### src/rtl/xyft_pkg.sv
package xyft_pkg;

   typedef enum logic [2:0] {
      SQ_IDLE,
      SQ_LOAD,
      SQ_RELEASE,
      SQ_UNLOAD,
      SQ_DONE
   } seq_state_t;

   // Two-input lookup: the table index is {north, west}
   function automatic logic lut_eval(input logic [3:0] tbl, input logic west, input logic north);
      return tbl[{north, west}];
   endfunction

endpackage

### src/rtl/xyft_cell.sv
module xyft_cell #(
   parameter logic [3:0] LUT = 4'h6
) (
   input  logic clk,
   input  logic rst_n,
   input  logic row_line,
   input  logic col_line,
   input  logic shift_en,
   input  logic chain_in,
   input  logic west_in,
   input  logic north_in,
   output logic cell_out,
   output logic latch_out
);

   logic frozen;
   logic fn_val;
   logic held_q;

   assign frozen = row_line | col_line;
   assign fn_val = xyft_pkg::lut_eval(LUT, west_in, north_in);

   // Live: track the function so the value is captured on refreeze.
   // Frozen: hold, or take the chain bit while shifting.
   always_ff @(posedge clk or negedge rst_n) begin
      if (!rst_n) begin
         held_q <= 1'b0;
      end else if (!frozen) begin
         held_q <= fn_val;
      end else if (shift_en) begin
         held_q <= chain_in;
      end
   end

   assign cell_out  = frozen ? held_q : fn_val;
   assign latch_out = held_q;

endmodule

### src/rtl/xyft_seq.sv
module xyft_seq #(
   parameter int ROWS = 4,
   parameter int COLS = 4
) (
   input  logic            clk,
   input  logic            rst_n,
   input  logic            start,
   input  logic [ROWS-1:0] row_mask,
   input  logic [COLS-1:0] col_mask,
   output logic [ROWS-1:0] row_line,
   output logic [COLS-1:0] col_line,
   output logic            shift_en,
   output logic            done
);
   import xyft_pkg::*;

   localparam int            NCELL = ROWS * COLS;
   localparam int            CW    = $clog2(NCELL + 1);
   localparam logic [CW-1:0] LAST  = CW'(NCELL - 1);

   seq_state_t      st_q;
   logic [CW-1:0]   cnt_q;
   logic [ROWS-1:0] rsel_q;
   logic [COLS-1:0] csel_q;

   always_ff @(posedge clk or negedge rst_n) begin
      if (!rst_n) begin
         st_q   <= SQ_IDLE;
         cnt_q  <= '0;
         rsel_q <= '0;
         csel_q <= '0;
      end else begin
         case (st_q)
            SQ_IDLE: begin
               if (start) begin
                  st_q   <= SQ_LOAD;
                  cnt_q  <= '0;
                  rsel_q <= row_mask;
                  csel_q <= col_mask;
               end
            end
            SQ_LOAD: begin
               if (cnt_q == LAST) begin
                  st_q  <= SQ_RELEASE;
                  cnt_q <= '0;
               end else begin
                  cnt_q <= cnt_q + 1'b1;
               end
            end
            SQ_RELEASE: begin
               st_q  <= SQ_UNLOAD;
               cnt_q <= '0;
            end
            SQ_UNLOAD: begin
               if (cnt_q == LAST) begin
                  st_q  <= SQ_DONE;
                  cnt_q <= '0;
               end else begin
                  cnt_q <= cnt_q + 1'b1;
               end
            end
            default: st_q <= SQ_IDLE;
         endcase
      end
   end

   assign row_line = (st_q == SQ_RELEASE) ? ~rsel_q : '1;
   assign col_line = (st_q == SQ_RELEASE) ? ~csel_q : '1;
   assign shift_en = (st_q == SQ_LOAD) || (st_q == SQ_UNLOAD);
   assign done     = (st_q == SQ_DONE);

endmodule

### src/rtl/xyft_array.sv
module xyft_array #(
   parameter int                       ROWS      = 4,
   parameter int                       COLS      = 4,
   parameter logic [4*ROWS*COLS-1:0]   CELL_LUTS = 64'hE896_7E18_6E96_8E7E
) (
   input  logic                 clk,
   input  logic                 rst_n,
   input  logic                 start,
   input  logic [ROWS-1:0]      row_mask,
   input  logic [COLS-1:0]      col_mask,
   input  logic                 scan_in,
   output logic                 scan_out,
   output logic                 done,
   input  logic [ROWS+COLS-1:0] norm_in,
   output logic [ROWS-1:0]      norm_out
);

   localparam int NCELL = ROWS * COLS;

   if (ROWS < 1 || COLS < 1) begin : g_bad_dim
      $error("xyft_array: ROWS and COLS must both be at least 1");
   end
   if (NCELL < 2 || NCELL > 1024) begin : g_bad_size
      $error("xyft_array: cell count must lie between 2 and 1024");
   end

   logic [ROWS-1:0]  row_line;
   logic [COLS-1:0]  col_line;
   logic             shift_en;
   logic [NCELL-1:0] cell_out;
   logic [NCELL-1:0] latch_q;

   xyft_seq #(
      .ROWS(ROWS),
      .COLS(COLS)
   ) u_seq (
      .clk     (clk),
      .rst_n   (rst_n),
      .start   (start),
      .row_mask(row_mask),
      .col_mask(col_mask),
      .row_line(row_line),
      .col_line(col_line),
      .shift_en(shift_en),
      .done    (done)
   );

   for (genvar r = 0; r < ROWS; r++) begin : g_row
      for (genvar c = 0; c < COLS; c++) begin : g_col
         localparam int K = r * COLS + c;
         logic west_w;
         logic north_w;
         logic chain_w;

         if (c == 0) begin : g_west_edge
            assign west_w = norm_in[r];
         end else begin : g_west_cell
            assign west_w = cell_out[K-1];
         end

         if (r == 0) begin : g_north_edge
            assign north_w = norm_in[ROWS+c];
         end else begin : g_north_cell
            assign north_w = cell_out[K-COLS];
         end

         if (K == 0) begin : g_chain_head
            assign chain_w = scan_in;
         end else begin : g_chain_link
            assign chain_w = latch_q[K-1];
         end

         xyft_cell #(
            .LUT(CELL_LUTS[4*K +: 4])
         ) u_cell (
            .clk      (clk),
            .rst_n    (rst_n),
            .row_line (row_line[r]),
            .col_line (col_line[c]),
            .shift_en (shift_en),
            .chain_in (chain_w),
            .west_in  (west_w),
            .north_in (north_w),
            .cell_out (cell_out[K]),
            .latch_out(latch_q[K])
         );
      end
      assign norm_out[r] = cell_out[r*COLS + COLS - 1];
   end

   assign scan_out = latch_q[NCELL-1];

endmodule

### config.mk
export PLATFORM = sky130hd
export DESIGN_NAME = xyft_array
export DESIGN_NICKNAME = d
export VERILOG_FILES = /design/src/rtl/xyft_pkg.sv /design/src/rtl/xyft_cell.sv /design/src/rtl/xyft_seq.sv /design/src/rtl/xyft_array.sv
export SDC_FILE = /design/constraint.sdc
export NUM_CORES = 1
export LEC_CHECK = 0
export BUFFER_PORTS_ARGS = -buffer_cell sky130_fd_sc_hd__buf_2
export CELL_PAD_IN_SITES_DETAIL_PLACEMENT = 0
export CELL_PAD_IN_SITES_GLOBAL_PLACEMENT = 2
export CORE_MARGIN = 2
export CORE_UTILIZATION = 38
export DETAILED_ROUTE_END_ITERATION = 10
export HOLD_SLACK_MARGIN = 0.05
export PLACE_DENSITY = 0.83
export SETUP_SLACK_MARGIN = 0.5
export SYNTH_ARGS = -nofsm -noshare
export SYNTH_HDL_FRONTEND = slang
export SYNTH_SLANG_ARGS = --single-unit
### constraint.sdc
create_clock -name clk -period 6.55 [get_ports clk]
set_input_delay 1.31 -clock clk [delete_from_list [all_inputs] [get_ports clk]]
set_output_delay 1.31 -clock clk [all_outputs]
set_load 0.02 [all_outputs]
==> Word-level counts from Yosys, hierarchy flattened <==
Index checks and enable logic that the tools add are counted.
{ "op_classes": {"order_cmp": 16, "add_sub_neg": 1, "n_bitwise": 18, "reduce_logical": 7, "n_eq_ne": 24, "muxes": 89} }
{ "ops": {"columns": ["operator", "n"], "rows": [
  ["$mux W1", 64],
  ["$lt A2 B3 Y1 const B", 16],
  ["$bmux W1 S2", 16],
  ["$ne A2 B2 Y1 const B", 16],
  ["$or A1 B1 Y1", 16],
  ["$pmux W5 S3", 1],
  ["$pmux W3 S4", 1],
  ["$mux W5", 2],
  ["$mux W3", 3],
  ["$mux W4", 2],
  ["$not A4 Y4", 2],
  ["$eq A3 B2 Y1 const B", 2],
  ["$ne A2 B1 Y1 const B", 3],
  ["$add A5 B1 Y5 const B", 1],
  ["$eq A5 B4 Y1 const B", 1],
  ["$reduce_and A2 Y1", 2],
  ["$eq A3 B1 Y1 const B", 1],
  ["$eq A3 B3 Y1 const B", 1],
  ["$logic_not A3 Y1", 1],
  ["$reduce_and A3 Y1", 1],
  ["$reduce_bool A3 Y1", 1],
  ["$reduce_or A2 Y1", 1],
  ["$logic_or A1 B1 Y1", 1]
]} }
{ "totals": {"regBits": 32, "in_bits": 20, "elab_cells": 175, "out_inout_bits": 6} }

==> Depth between registers and ports, before layout <==
Gate-level depths: netlist (run 1).
{ "logic_depth": {"ltp_word": 22, "depth_mapped": 11} }

==> Modules after synthesis <==
Synthesis (run 1) repeated with hierarchy kept, for this count alone.
{ "unflattened": {"hier_cells": 170, "hier_area_um2": 1859.3} }
{ "modules_own_cells": {"columns": ["mod", "seq_area_each_um2", "n_inst", "area_per_inst_um2", "cells_each"], "rows": [
  ["xyft_seq", 400.4, 1, 734.5, 62],
  ["xyft_cell (g_row[0].g_col[0].u_cell ...)", 25.0, 5, 66.3, 6],
  ["xyft_cell (g_row[1].g_col[0].u_cell ...)", 25.0, 3, 73.8, 7],
  ["xyft_cell (g_row[0].g_col[3].u_cell ...)", 25.0, 3, 63.8, 7],
  ["xyft_cell (g_row[1].g_col[1].u_cell ...)", 25.0, 2, 75.1, 7],
  ["xyft_cell (g_row[0].g_col[1].u_cell ...)", 25.0, 2, 70.1, 6],
  ["xyft_cell (g_row[2].g_col[1].u_cell)", 25.0, 1, 67.6, 7],
  ["xyft_array", 0.0, 1, 22.5, 3]
]} }

==> Least setup slack after synthesis (run 1) <==
Ideal clock, no wire load.
{ "synth_timing": {"kind": "input -> output", "from": "input norm_in[4]", "to": "output norm_out[3]", "path_stages": 9, "n_path_buf": 1, "arrival_ns": 3.540, "t_required_ns": 5.240, "setup_slack_ns": 1.700, "path_cell_list": "or3b_2 -> nand4_1 -> a21oi_1 -> mux2_2 -> o32a_4 -> a2111oi_4 -> o32ai_1 -> a32oi_1 -> buf_4"} }
{ "synth_between": {"elab_chain_len": 21} }
{ "synth_rtl": {"columns": ["item", "line", "rtl"], "rows": [
  ["start: declaration", "xyft_array.sv:14", "input logic [ROWS+COLS-1:0] norm_in,"],
  ["$bmux W1 S2 *", "xyft_pkg.sv:13", "return tbl[{north, west}];"],
  ["$mux W1 (not written as such) *", "xyft_pkg.sv:13", null],
  ["$mux W1 *", "xyft_cell.sv:35", "assign cell_out = frozen ? held_q : fn_val;"],
  ["$bmux W1 S2", "xyft_pkg.sv:13", null],
  ["$mux W1 (not written as such)", "xyft_pkg.sv:13", null],
  ["$mux W1", "xyft_cell.sv:35", null],
  ["$bmux W1 S2", "xyft_pkg.sv:13", null],
  ["$mux W1 (not written as such)", "xyft_pkg.sv:13", null],
  ["[5 not listed]", null, null],
  ["$mux W1 (not written as such)", "xyft_pkg.sv:13", null],
  ["$mux W1", "xyft_cell.sv:35", null],
  ["$bmux W1 S2", "xyft_pkg.sv:13", null],
  ["$mux W1 (not written as such)", "xyft_pkg.sv:13", null],
  ["$mux W1", "xyft_cell.sv:35", null],
  ["$bmux W1 S2 *", "xyft_pkg.sv:13", null],
  ["$mux W1 (not written as such) *", "xyft_pkg.sv:13", null],
  ["$mux W1 *", "xyft_cell.sv:35", null],
  ["end: declaration", "xyft_array.sv:15", "output logic [ROWS-1:0] norm_out"]
]} }
Mark *: on every way between the ends. The rest lies on a longest branch, timed or not. The select of a mux whose other input is x is not followed.

==> Worst setup path after layout (run 1) <==
Same ends and word-level chain as after synthesis.

==> flow_summary_export.csv, run 1 <==
group,metric,value,unit
outcome,outcome,"finished, final reports clean",
placement,place_area,2100,um2
hold_path,hold_class,"register to register",
final_layout,final_common_cell,"nand2_1",
final_layout,nFillCells,494,
sta,maxSlewViolCount,0,
die,ios,26,
critical_path,worstPathMaxFanout,5,
critical_path,start_kind,"input pin",
final_layout,final_nets,250,
placement,place_congestion,0.771,
final_layout,stdcell_area,2210,um2
sta,tns,0,ns
critical_path,cp_slowest_cell,"or3b_2",
clock_tree,clk_path_buf_depth,2,
global_route,grt_max_degree,33,
die,num_rows,26,
clock_tree,cts_setup_buffers,0,
clock_tree,cts_resized,0,
clock_tree,clk_pin_slew,0.07,ns
logic_synthesis,synth_area_leader_cell,"dfrtp_1",
logic_synthesis,ys_warn_count,0,
job,maxCapViolCount,0,
logic_synthesis,synthesis.nets,230,
logic_synthesis,synth-edff-count,0,
critical_path,cpPeakStageDelay,0.47,ns
critical_path,cp_top_family,"compound AO/OA/AOI/OAI gates",
sta,timing.fmax,193,MHz
drt,vias,1615,
sta,fin_crit,5.18,ns
final_layout,multi_input_area,1070,um2
final_layout,syn_to_final_growth,12.7,%
hold_path,whs_path_depth,1,
drt,ant_nets,0,
drt,drt-initial-drc-count,53,
critical_path,worst-setup-path-type,"input pin to primary output",
global_route,antenna_found_initial,0,
drt,route.detailed.drc,0,
clock_tree,clock_latency,0.29,ns
critical_path,crit_top_cell,"buf_2",
placement,dp_hpwl,3.23,mm
power,p_leak,0.958,nW
sta,relSlewSlack,35.0,%
clock_tree,holdBufCountCts,0,
die,start_util,39.0,%
critical_path,crit_buf_inv,2,
die,core,5040,um2
logic_synthesis,ys_top_cells_by_area,"dfrtp_1, nand2_1, mux2_2",
critical_path,cp.required,5.24,ns
logic_synthesis,synthDistinctLibCells,54,
sta,skew,0.00596,ns
logic_synthesis,avgSynthCellArea,9.40,um2
sta,setup_viol,0,
logic_synthesis,synthArstFlopShare,100,%
critical_path,reg2reg_depth,8,
final_layout,antenna_cells,0,
critical_path,critPathCaptureType,"primary output",
logic_synthesis,synth_cells,209,
final_layout,regArea,801,um2
die,die_y,75.9,um
power,power_density,480,nW/um2
placement,port_buffers,25,
power,ir_drop,0.179,mV
final_layout,final_cell_mix,"nand2_1, dfrtp_1, buf_2",
sta,fin_crit_sh,79.0,%
clock_tree,htree_levels,2,
drt,detail_route.wl_per_cell,15.1,um
clock_tree,cts_tree,"built",
critical_path,crit_chain,"buf_2, or3b_2, nand4_1, a21oi_1, mux2_2, o32a_4, a2111oi_4, o32ai_1, a32oi_1, buf_2",
final_layout,drive_above_1_share,23.9,%
logic_synthesis,yosysSeqAreaShare,40.7,%
global_route,grt_overflow,0,
critical_path,crit_cells,10,
drt,drtPass1Iterations,5,
clock_tree,cts_buffers,5,
global_route,grt_usage,17.1,%
logic_synthesis,post-synth-top-area-fraction,40.7,%
die,die-area,5760,um2
drt,vias_per_cell,5.38,
logic_synthesis,synth-main-ff-cell,"dfrtp_1",
critical_path,arrival,3.87,ns
drt,routed_wl,4.52,mm
sta,hold_viol,0,
logic_synthesis,syn_area,1970,um2
clock_tree,clock-sinks,32,
logic_synthesis,ys_ff_latch,32,
sta,rsz0062_at_grt,"false",
global_route,grt_pass1_vias,1625,
sta,worst_slew_pin_slew,0.972,ns
clock_tree,cts_root_buffer,"clkbuf_8",
global_route,grt_pass1_wl,7.84,mm
die,die_w,75.9,um
-- sequential cells by signal, indices dropped and copies added, names as in the netlist --
name and count:
g_row.g_col.u_cell.latch_out 16, u_seq.cnt_q 5, u_seq.csel_q 4, u_seq.rsel_q 4
u_seq.st_q 3
-- cells by family after synthesis --
group,share of synthesized area (%)
AOI/OAI and AO/OA,19.7
xor gates and xnor gates,2.23
adders and majority gates,0.636
buffers and inverters,5.28
DFF,40.7
muxes,7.26
and+or+nand+nor,24.1
-- power breakdown --
part | total [W] | switching [W] | internal [W]
Combinational | 0.000453 | 0.000244 | 0.000209
Clock | 0.000193 | 0.0000801 | 0.000113
Sequential | 0.000416 | 0.000122 | 0.000294
Total | 0.00106 | 0.000446 | 0.000616
-- worst reg2reg max path, cell delays in order, from the launching register on --
cell	delay (ns)
dfrtp_1	0.50
nor3b_1	0.69
and3_1	0.35
nand2_1	0.08
o32ai_1	0.50
nand2b_1	0.19
mux2i_1	0.10
o32ai_1	0.44
a32oi_1	0.16
-- synthesized netlist by cell type, types with 2 or more instances --
| cell type | count |
|---|---|
| and2_1 | 2 |
| nor3b_1 | 4 |
| nor3_1 | 2 |
| nand2_1 | 36 |
| a21oi_1 | 7 |
| clkbuf_1 | 4 |
| dfrtp_1 | 32 |
| buf_2 | 2 |
| a21o_1 | 2 |
| buf_4 | 4 |
| nor2_1 | 18 |
| a31oi_1 | 7 |
| o32ai_1 | 2 |
| and3_1 | 4 |
| a221oi_1 | 2 |
| and4bb_2 | 2 |
| o21a_1 | 3 |
| inv_1 | 4 |
| nand3_1 | 6 |
| a32oi_1 | 2 |
| o21ai_0 | 10 |
| nor2b_1 | 3 |
| a22o_1 | 2 |
| mux2_2 | 10 |
| nand2b_1 | 3 |
| buf_6 | 3 |
| mux2i_1 | 3 |
| xor2_1 | 4 |
-- per-stage QoR --
step / cells / hold slack [ns] / util, % / total power, W / worst slack [ns]
global placement: 292 / 0.485 / 41.7 / 0.000878 / 1.41
CTS: 300 / 0.541 / 43.9 / 0.00107 / 1.39
finish: 300 / 0.526 / 43.9 / 0.00106 / 1.37
floorplan: 209 / 0.459 / - / 0.000778 / 1.70
global route: 300 / 0.562 / 43.9 / 0.00115 / 1.22
detailed placement: 292 / 0.485 / 41.7 / 0.000875 / 1.41
-- per-layer routing --
metal	vias to the layer above	track usage (%)	share of wire, %
met2	27	27.9	45
met4	0	6.73	2.1
met5	-	0	0
met1	785	22.0	49
li1	796	-	-
met3	7	3.81	3.3
-- final timing paths --
check                                    start                                 end  slack [ns]
worst max register to register   u_seq.st_q[0]  g_row[3].g_col[3].u_cell.latch_out        3.39
max in group asynchronous                rst_n  g_row[2].g_col[1].u_cell.latch_out        4.99
worst min register to register  u_seq.cnt_q[0]                      u_seq.cnt_q[0]        0.53
worst max-delay path                norm_in[4]                         norm_out[3]        1.37
min in group asynchronous                rst_n                     u_seq.csel_q[3]        1.08
worst min-delay path            u_seq.cnt_q[0]                      u_seq.cnt_q[0]        0.53
-- final cells by class --
cell class,count,area share (%)
clock buffers,5,3.11
clock inverters,3,1.92
inverters,4,0.678
multi-input cells,160,48.2
flip-flops and latches,32,36.2
well taps,70,3.95
repair buffers,26,5.99
(Power assumes the default switching activity.)
==> run 2: changes to the inputs <==
CORE_UTILIZATION = 36   (was 38)
PLACE_DENSITY = 0.8   (was 0.83)
clock period = 5.3 ns   (was 6.55 ns; I/O delays follow)
==> run 2 against run 1 <==
Routed wire length grew 5.3%; combinational power rose by 27%; die area grew 5.3%; global-route usage is 0.69 points higher; clock skew is 0.0018 ns lower; critical path depth stayed put; critical path type unchanged; largest cell class unchanged.
==> flow_summary_export.csv, run 2 (same netlist as run 1, synthesis figures left out) <==
group,metric,value,unit
power,finalPower,0.00129,W
clock_tree,clk_path_buf_depth,2,
die,ios,26,
sta,skew,0.00412,ns
clock_tree,clock_latency,0.29,ns
sta,whs,0.511,ns
sta,worst_slew_pin_slew,1.09,ns
die,num_rows,26,
job,maxCapViolCount,0,
power,p_int,0.000734,W
critical_path,reg2reg_setup_slack,2.34,ns
sta,maxSlewViolCount,0,
clock_tree,cts_setup_buffers,0,
critical_path,reg2reg_depth,8,
critical_path,r2r_start,"u_seq.st_q[0]",
power,combPwrFrac,44.5,%
critical_path,arrival,3.51,ns
sta,tns,0,ns
hold_path,hold_class,"register to register",
critical_path,worst-setup-path-type,"input pin to primary output",
global_route,antenna_found_initial,0,
sta,rsz0062_at_grt,"false",
clock_tree,htree_levels,2,
die,core,5170,um2
final_layout,antenna_cells,0,
critical_path,crit_path_end,"norm_out[3]",
placement,dp_cells,294,
sta,setup_viol,0,
critical_path,critPathCaptureType,"primary output",
final_layout,final_cell_mix,"nand2_1, dfrtp_1, buf_2",
critical_path,r2r_end,"g_row[3].g_col[3].u_cell.latch_out",
critical_path,start_kind,"input pin",
drt,drt-initial-drc-count,80,
sta,hold_viol,0,
sta,fin_crit_sh,86.3,%
power,clock_power_share,15.5,%
hold_path,whs_path_depth,1,
drt,vias_per_cell,5.31,
global_route,grt_overflow,0,
clock_tree,cts_root_buffer,"clkbuf_8",
drt,detail_route.wl_per_cell,15.7,um
critical_path,startpoint,"norm_in[4]",
power,power_density,583,nW/um2
die,die_y,77.9,um
final_layout,final_nets,252,
power,switching_power,0.000559,W
placement,dp_hpwl,3.32,mm
global_route,grt_pass1_wl,8.37,mm
clock_tree,cts_buffers,5,
clock_tree,clk_pin_slew,0.07,ns
sta,fin_crit,4.57,ns
power,ir_drop,0.227,mV
final_layout,stdcell_count,302,
global_route,grt_usage,17.7,%
power,pwr-share-seq,40.0,%
clock_tree,cts_tree,"built",
sta,timing.fmax,219,MHz
die,die-area,6070,um2
die,die_w,77.9,um
drt,routed_wl,4.75,mm
final_layout,syn_to_final_growth,12.9,%
die,start_util,38.0,%
outcome,outcome,"finished, final reports clean",
final_layout,final_common_cell,"nand2_1",
placement,port_buffers,25,
drt,route.detailed.drc,0,
global_route,grt_pass1_vias,1592,
final_layout,nFillCells,518,
final_layout,drive_above_1_share,25.0,%
drt,drtPass1Iterations,4,
placement,place_congestion,0.775,
critical_path,worstPathMaxFanout,5,
critical_path,cp.required,4.24,ns
global_route,grt_max_degree,33,
power,netSwitchingFraction,43.2,%
drt,ant_nets,0,
drt,vias,1604,
power,p_leak,0.968,nW
sta,relSlewSlack,27.2,%
final_layout,largest_reg_flops,16,
clock_tree,clock-sinks,32,
[run 2: what timing repair did]
action                                  4_1_cts  5_1_grt
hold buffers                                  0        0
endpoints found under the setup margin        0        1
gates resized for setup                       0        1
[run 2: cell type report]
| cell class | instances | area, um2 | share of cell area [%] |
|---|---|---|---|
| Tap cell | 70 | 87.6 | 3.95 |
| Sequential cell | 32 | 801 | 36.1 |
| Inverter | 4 | 15.0 | 0.677 |
| Clock buffer | 6 | 82.6 | 3.72 |
| Timing Repair Buffer | 28 | 148 | 6.66 |
| Clock inverter | 2 | 10.0 | 0.451 |
| Multi-Input combinational cell | 160 | 1070 | 48.4 |
[run 2: layer usage]
metal  part of all wire (%)  GRT usage (%)  wire length [um]
met1                     49           24.5              2330
met4                   0.88           3.68                42
met2                     45           27.6              2150
met3                    5.0           5.35               237
met5                      0              0                 0
[run 2: power by group through the flow]
| stage | sequential [W] | combinational, W | clock (W) |
|---|---|---|---|
| final | 0.000517 | 0.000575 | 0.000200 |
| after floorplan | 0.000453 | 0.000509 | 0 |
| after global routing | 0.000544 | 0.000651 | 0.000218 |
| after detailed placement | 0.000520 | 0.000580 | 0 |
| after global placement | 0.000522 | 0.000582 | 0 |
| after CTS | 0.000515 | 0.000585 | 0.000208 |
[run 2: how the worst min path moves through the flow]
stage	endpoint	from
5_1_grt	u_seq.cnt_q[4]	u_seq.cnt_q[4]
6_report	u_seq.cnt_q[4]	u_seq.cnt_q[4]
4_1_cts	u_seq.cnt_q[4]	u_seq.cnt_q[4]
3_5_place_dp	u_seq.cnt_q[4]	u_seq.cnt_q[4]
2_1_floorplan	u_seq.cnt_q[4]	u_seq.cnt_q[4]
3_3_place_gp	u_seq.cnt_q[4]	u_seq.cnt_q[4]
[run 2: per-stage QoR]
stage / util [%] / worst slack (ns) / area (um2)
floorplan: - / 0.950 / 1970
finish: 42.9 / 0.725 / 2220
global placement: 41.0 / 0.613 / 2120
detailed placement: 41.0 / 0.579 / 2120
CTS: 42.7 / 0.582 / 2210
global route: 42.9 / 0.547 / 2220
[run 2: worst max-delay path, stage by stage]
cell and delay, ns:
buf_2 0.11, or3b_2 0.48, nand4_1 0.16, a21oi_1 0.09
mux2_2 0.32, o32a_4 0.40, a2111oi_4 0.31, o32ai_2 0.17
a32oi_1 0.21, buf_2 0.20
==> run 3: changes to the inputs <==
--- a/config.mk
+++ b/config.mk
@@ -8,2 +8,3 @@
 export BUFFER_PORTS_ARGS = -buffer_cell sky130_fd_sc_hd__buf_2
+export CAP_MARGIN = 20
 export CELL_PAD_IN_SITES_DETAIL_PLACEMENT = 0
--- a/constraint.sdc
+++ b/constraint.sdc
@@ -3,2 +3,2 @@
 set_output_delay 1.06 -clock clk [all_outputs]
-set_load 0.02 [all_outputs]
+set_load 0.005 [all_outputs]
==> run 3 against run 2 <==
Count of clock-buffer cells in the layout down 1; total power down 2.8%; worst setup slack worse by 0.078 ns; global-route usage down 0.77 points; via count up 0.25%; first-iteration DRC count up 18%; flip-flop and latch count unchanged; critical path depth unchanged; combinational power down 4.9%; register-to-register slack worse by 0.04 ns; critical path type unchanged; critical endpoint unchanged; largest power group unchanged.
==> flow_summary_export.csv, run 3 (same netlist as run 1, synthesis figures left out) <==
group,metric,value,unit
die,ios,26,
sta,fin_crit,4.65,ns
power,clock_power_share,15.5,%
final_layout,antenna_cells,0,
clock_tree,htree_levels,2,
placement,dp_hpwl,3.35,mm
clock_tree,cts_setup_buffers,0,
drt,vias_per_cell,5.34,
critical_path,start_kind,"input pin",
power,netSwitchingFraction,42.9,%
global_route,grt_pass1_wl,8.04,mm
die,die_y,77.9,um
clock_tree,clock_latency,0.29,ns
critical_path,cp_top_family,"compound AO/OA/AOI/OAI gates",
drt,routed_wl,4.67,mm
power,combPwrFrac,43.5,%
placement,place_area,2110,um2
sta,hold_viol,0,
critical_path,r2r_start,"u_seq.st_q[0]",
clock_tree,clk_path_buf_depth,2,
placement,place_congestion,0.830,
critical_path,cp_slowest_cell,"or3b_2",
final_layout,stdcell_area,2200,um2
critical_path,reg2reg_setup_slack,2.30,ns
critical_path,arrival,3.59,ns
power,power_density,570,nW/um2
critical_path,r2r_end,"g_row[3].g_col[3].u_cell.latch_out",
sta,worst_slew_pin_slew,0.968,ns
job,maxCapViolCount,0,
critical_path,cp.required,4.24,ns
global_route,antenna_found_initial,0,
sta,skew,0.00653,ns
sta,rsz0062_at_grt,"false",
drt,ant_nets,0,
sta,maxSlewViolCount,0,
drt,drt-initial-drc-count,94,
placement,pre_cts_slack,0.658,ns
global_route,grt_overflow,0,
power,switching_power,0.000539,W
critical_path,worstPathMaxFanout,5,
final_layout,final_cell_mix,"nand2_1, dfrtp_1, buf_2",
global_route,grt_pass1_vias,1604,
clock_tree,cts_tree,"built",
die,die-area,6070,um2
clock_tree,cts_buffers,5,
sta,relSlewSlack,35.3,%
drt,route.detailed.drc,0,
sta,tns,0,ns
final_layout,syn_to_final_growth,12.1,%
sta,fin_crit_sh,87.8,%
power,p_int,0.000718,W
final_layout,drive_above_1_share,24.7,%
power,pwr-share-seq,41.0,%
clock_tree,cts_resized,0,
critical_path,critPathCaptureType,"primary output",
outcome,outcome,"finished, final reports clean",
die,num_rows,26,
critical_path,crit_top_cell,"buf_2",
final_layout,final_common_cell,"nand2_1",
clock_tree,clk_pin_slew,0.08,ns
sta,timing.fmax,215,MHz
global_route,grt_max_degree,33,
final_layout,largest_reg_flops,16,
clock_tree,clock-sinks,32,
critical_path,startpoint,"norm_in[4]",
placement,port_buffers,25,
hold_path,hold_class,"register to register",
critical_path,reg2reg_depth,8,
critical_path,crit_buf_inv,2,
final_layout,final_nets,251,
drt,drtPass1Iterations,4,
sta,worst_slack,0.648,ns
die,die_w,77.9,um
clock_tree,cts_root_buffer,"clkbuf_8",
power,ir_drop,0.317,mV
hold_path,whs_path_depth,1,
hold_path,hold_start,"u_seq.cnt_q[4]",
clock_tree,holdBufCountCts,0,
critical_path,crit_chain,"buf_2, or3b_2, nand4_1, a21oi_1, mux2_2, o32a_4, a2111oi_4, o32ai_1, a32oi_1, buf_2",
drt,vias,1608,
critical_path,worst-setup-path-type,"input pin to primary output",
drt,detail_route.wl_per_cell,15.5,um
global_route,grt_usage,17.0,%
critical_path,cpPeakStageDelay,0.47,ns
hold_path,hold_end,"u_seq.cnt_q[4]",
final_layout,post-route-util,42.6,%
power,p_leak,0.947,nW
die,start_util,38.0,%
die,core,5170,um2
sta,setup_viol,0,
[run 3: layout make-up]
class | count | area (um2)
Clock buffer | 5 | 68.8
Clock inverter | 3 | 23.8
Fill cell | 525 | 2970
Inverter | 4 | 15.0
Multi-Input combinational cell | 160 | 1070
Sequential cell | 32 | 801
Tap cell | 70 | 87.6
Timing Repair Buffer | 27 | 140
[run 3: worst max path at each step]
stage	to	slack (ns)	cells after the start
final	norm_out[3]	0.65	10
after global placement	norm_out[3]	0.66	10
after detailed placement	norm_out[3]	0.66	10
after CTS	norm_out[3]	0.64	10
after floorplan	norm_out[3]	0.98	9
after global routing	norm_out[3]	0.50	10
[run 3: layer usage]
metal	vias to the layer above	global-route usage [%]	share of wire, %
li1	799	-	-
met4	0	5.26	0.84
met3	4	3.37	3.5
met5	-	0	0
met1	781	23.1	50
met2	24	27.2	46
[run 3: power by group through the flow]
stage | registers [W] | clock network (W) | logic, W
after detailed placement | 0.000520 | 0 | 0.000550
after global routing | 0.000537 | 0.000212 | 0.000623
after global placement | 0.000522 | 0 | 0.000552
after floorplan | 0.000448 | 0 | 0.000487
after CTS | 0.000515 | 0.000203 | 0.000555
final | 0.000515 | 0.000195 | 0.000547
[run 3: stage by stage]
| stage | hold WS [ns] | instances | total power, W |
|---|---|---|---|
| global route | 0.547 | 301 | 0.00137 |
| CTS | 0.512 | 301 | 0.00127 |
| floorplan | 0.459 | 209 | 0.000936 |
| finish | 0.506 | 301 | 0.00126 |
| global placement | 0.491 | 293 | 0.00107 |
| detailed placement | 0.487 | 293 | 0.00107 |
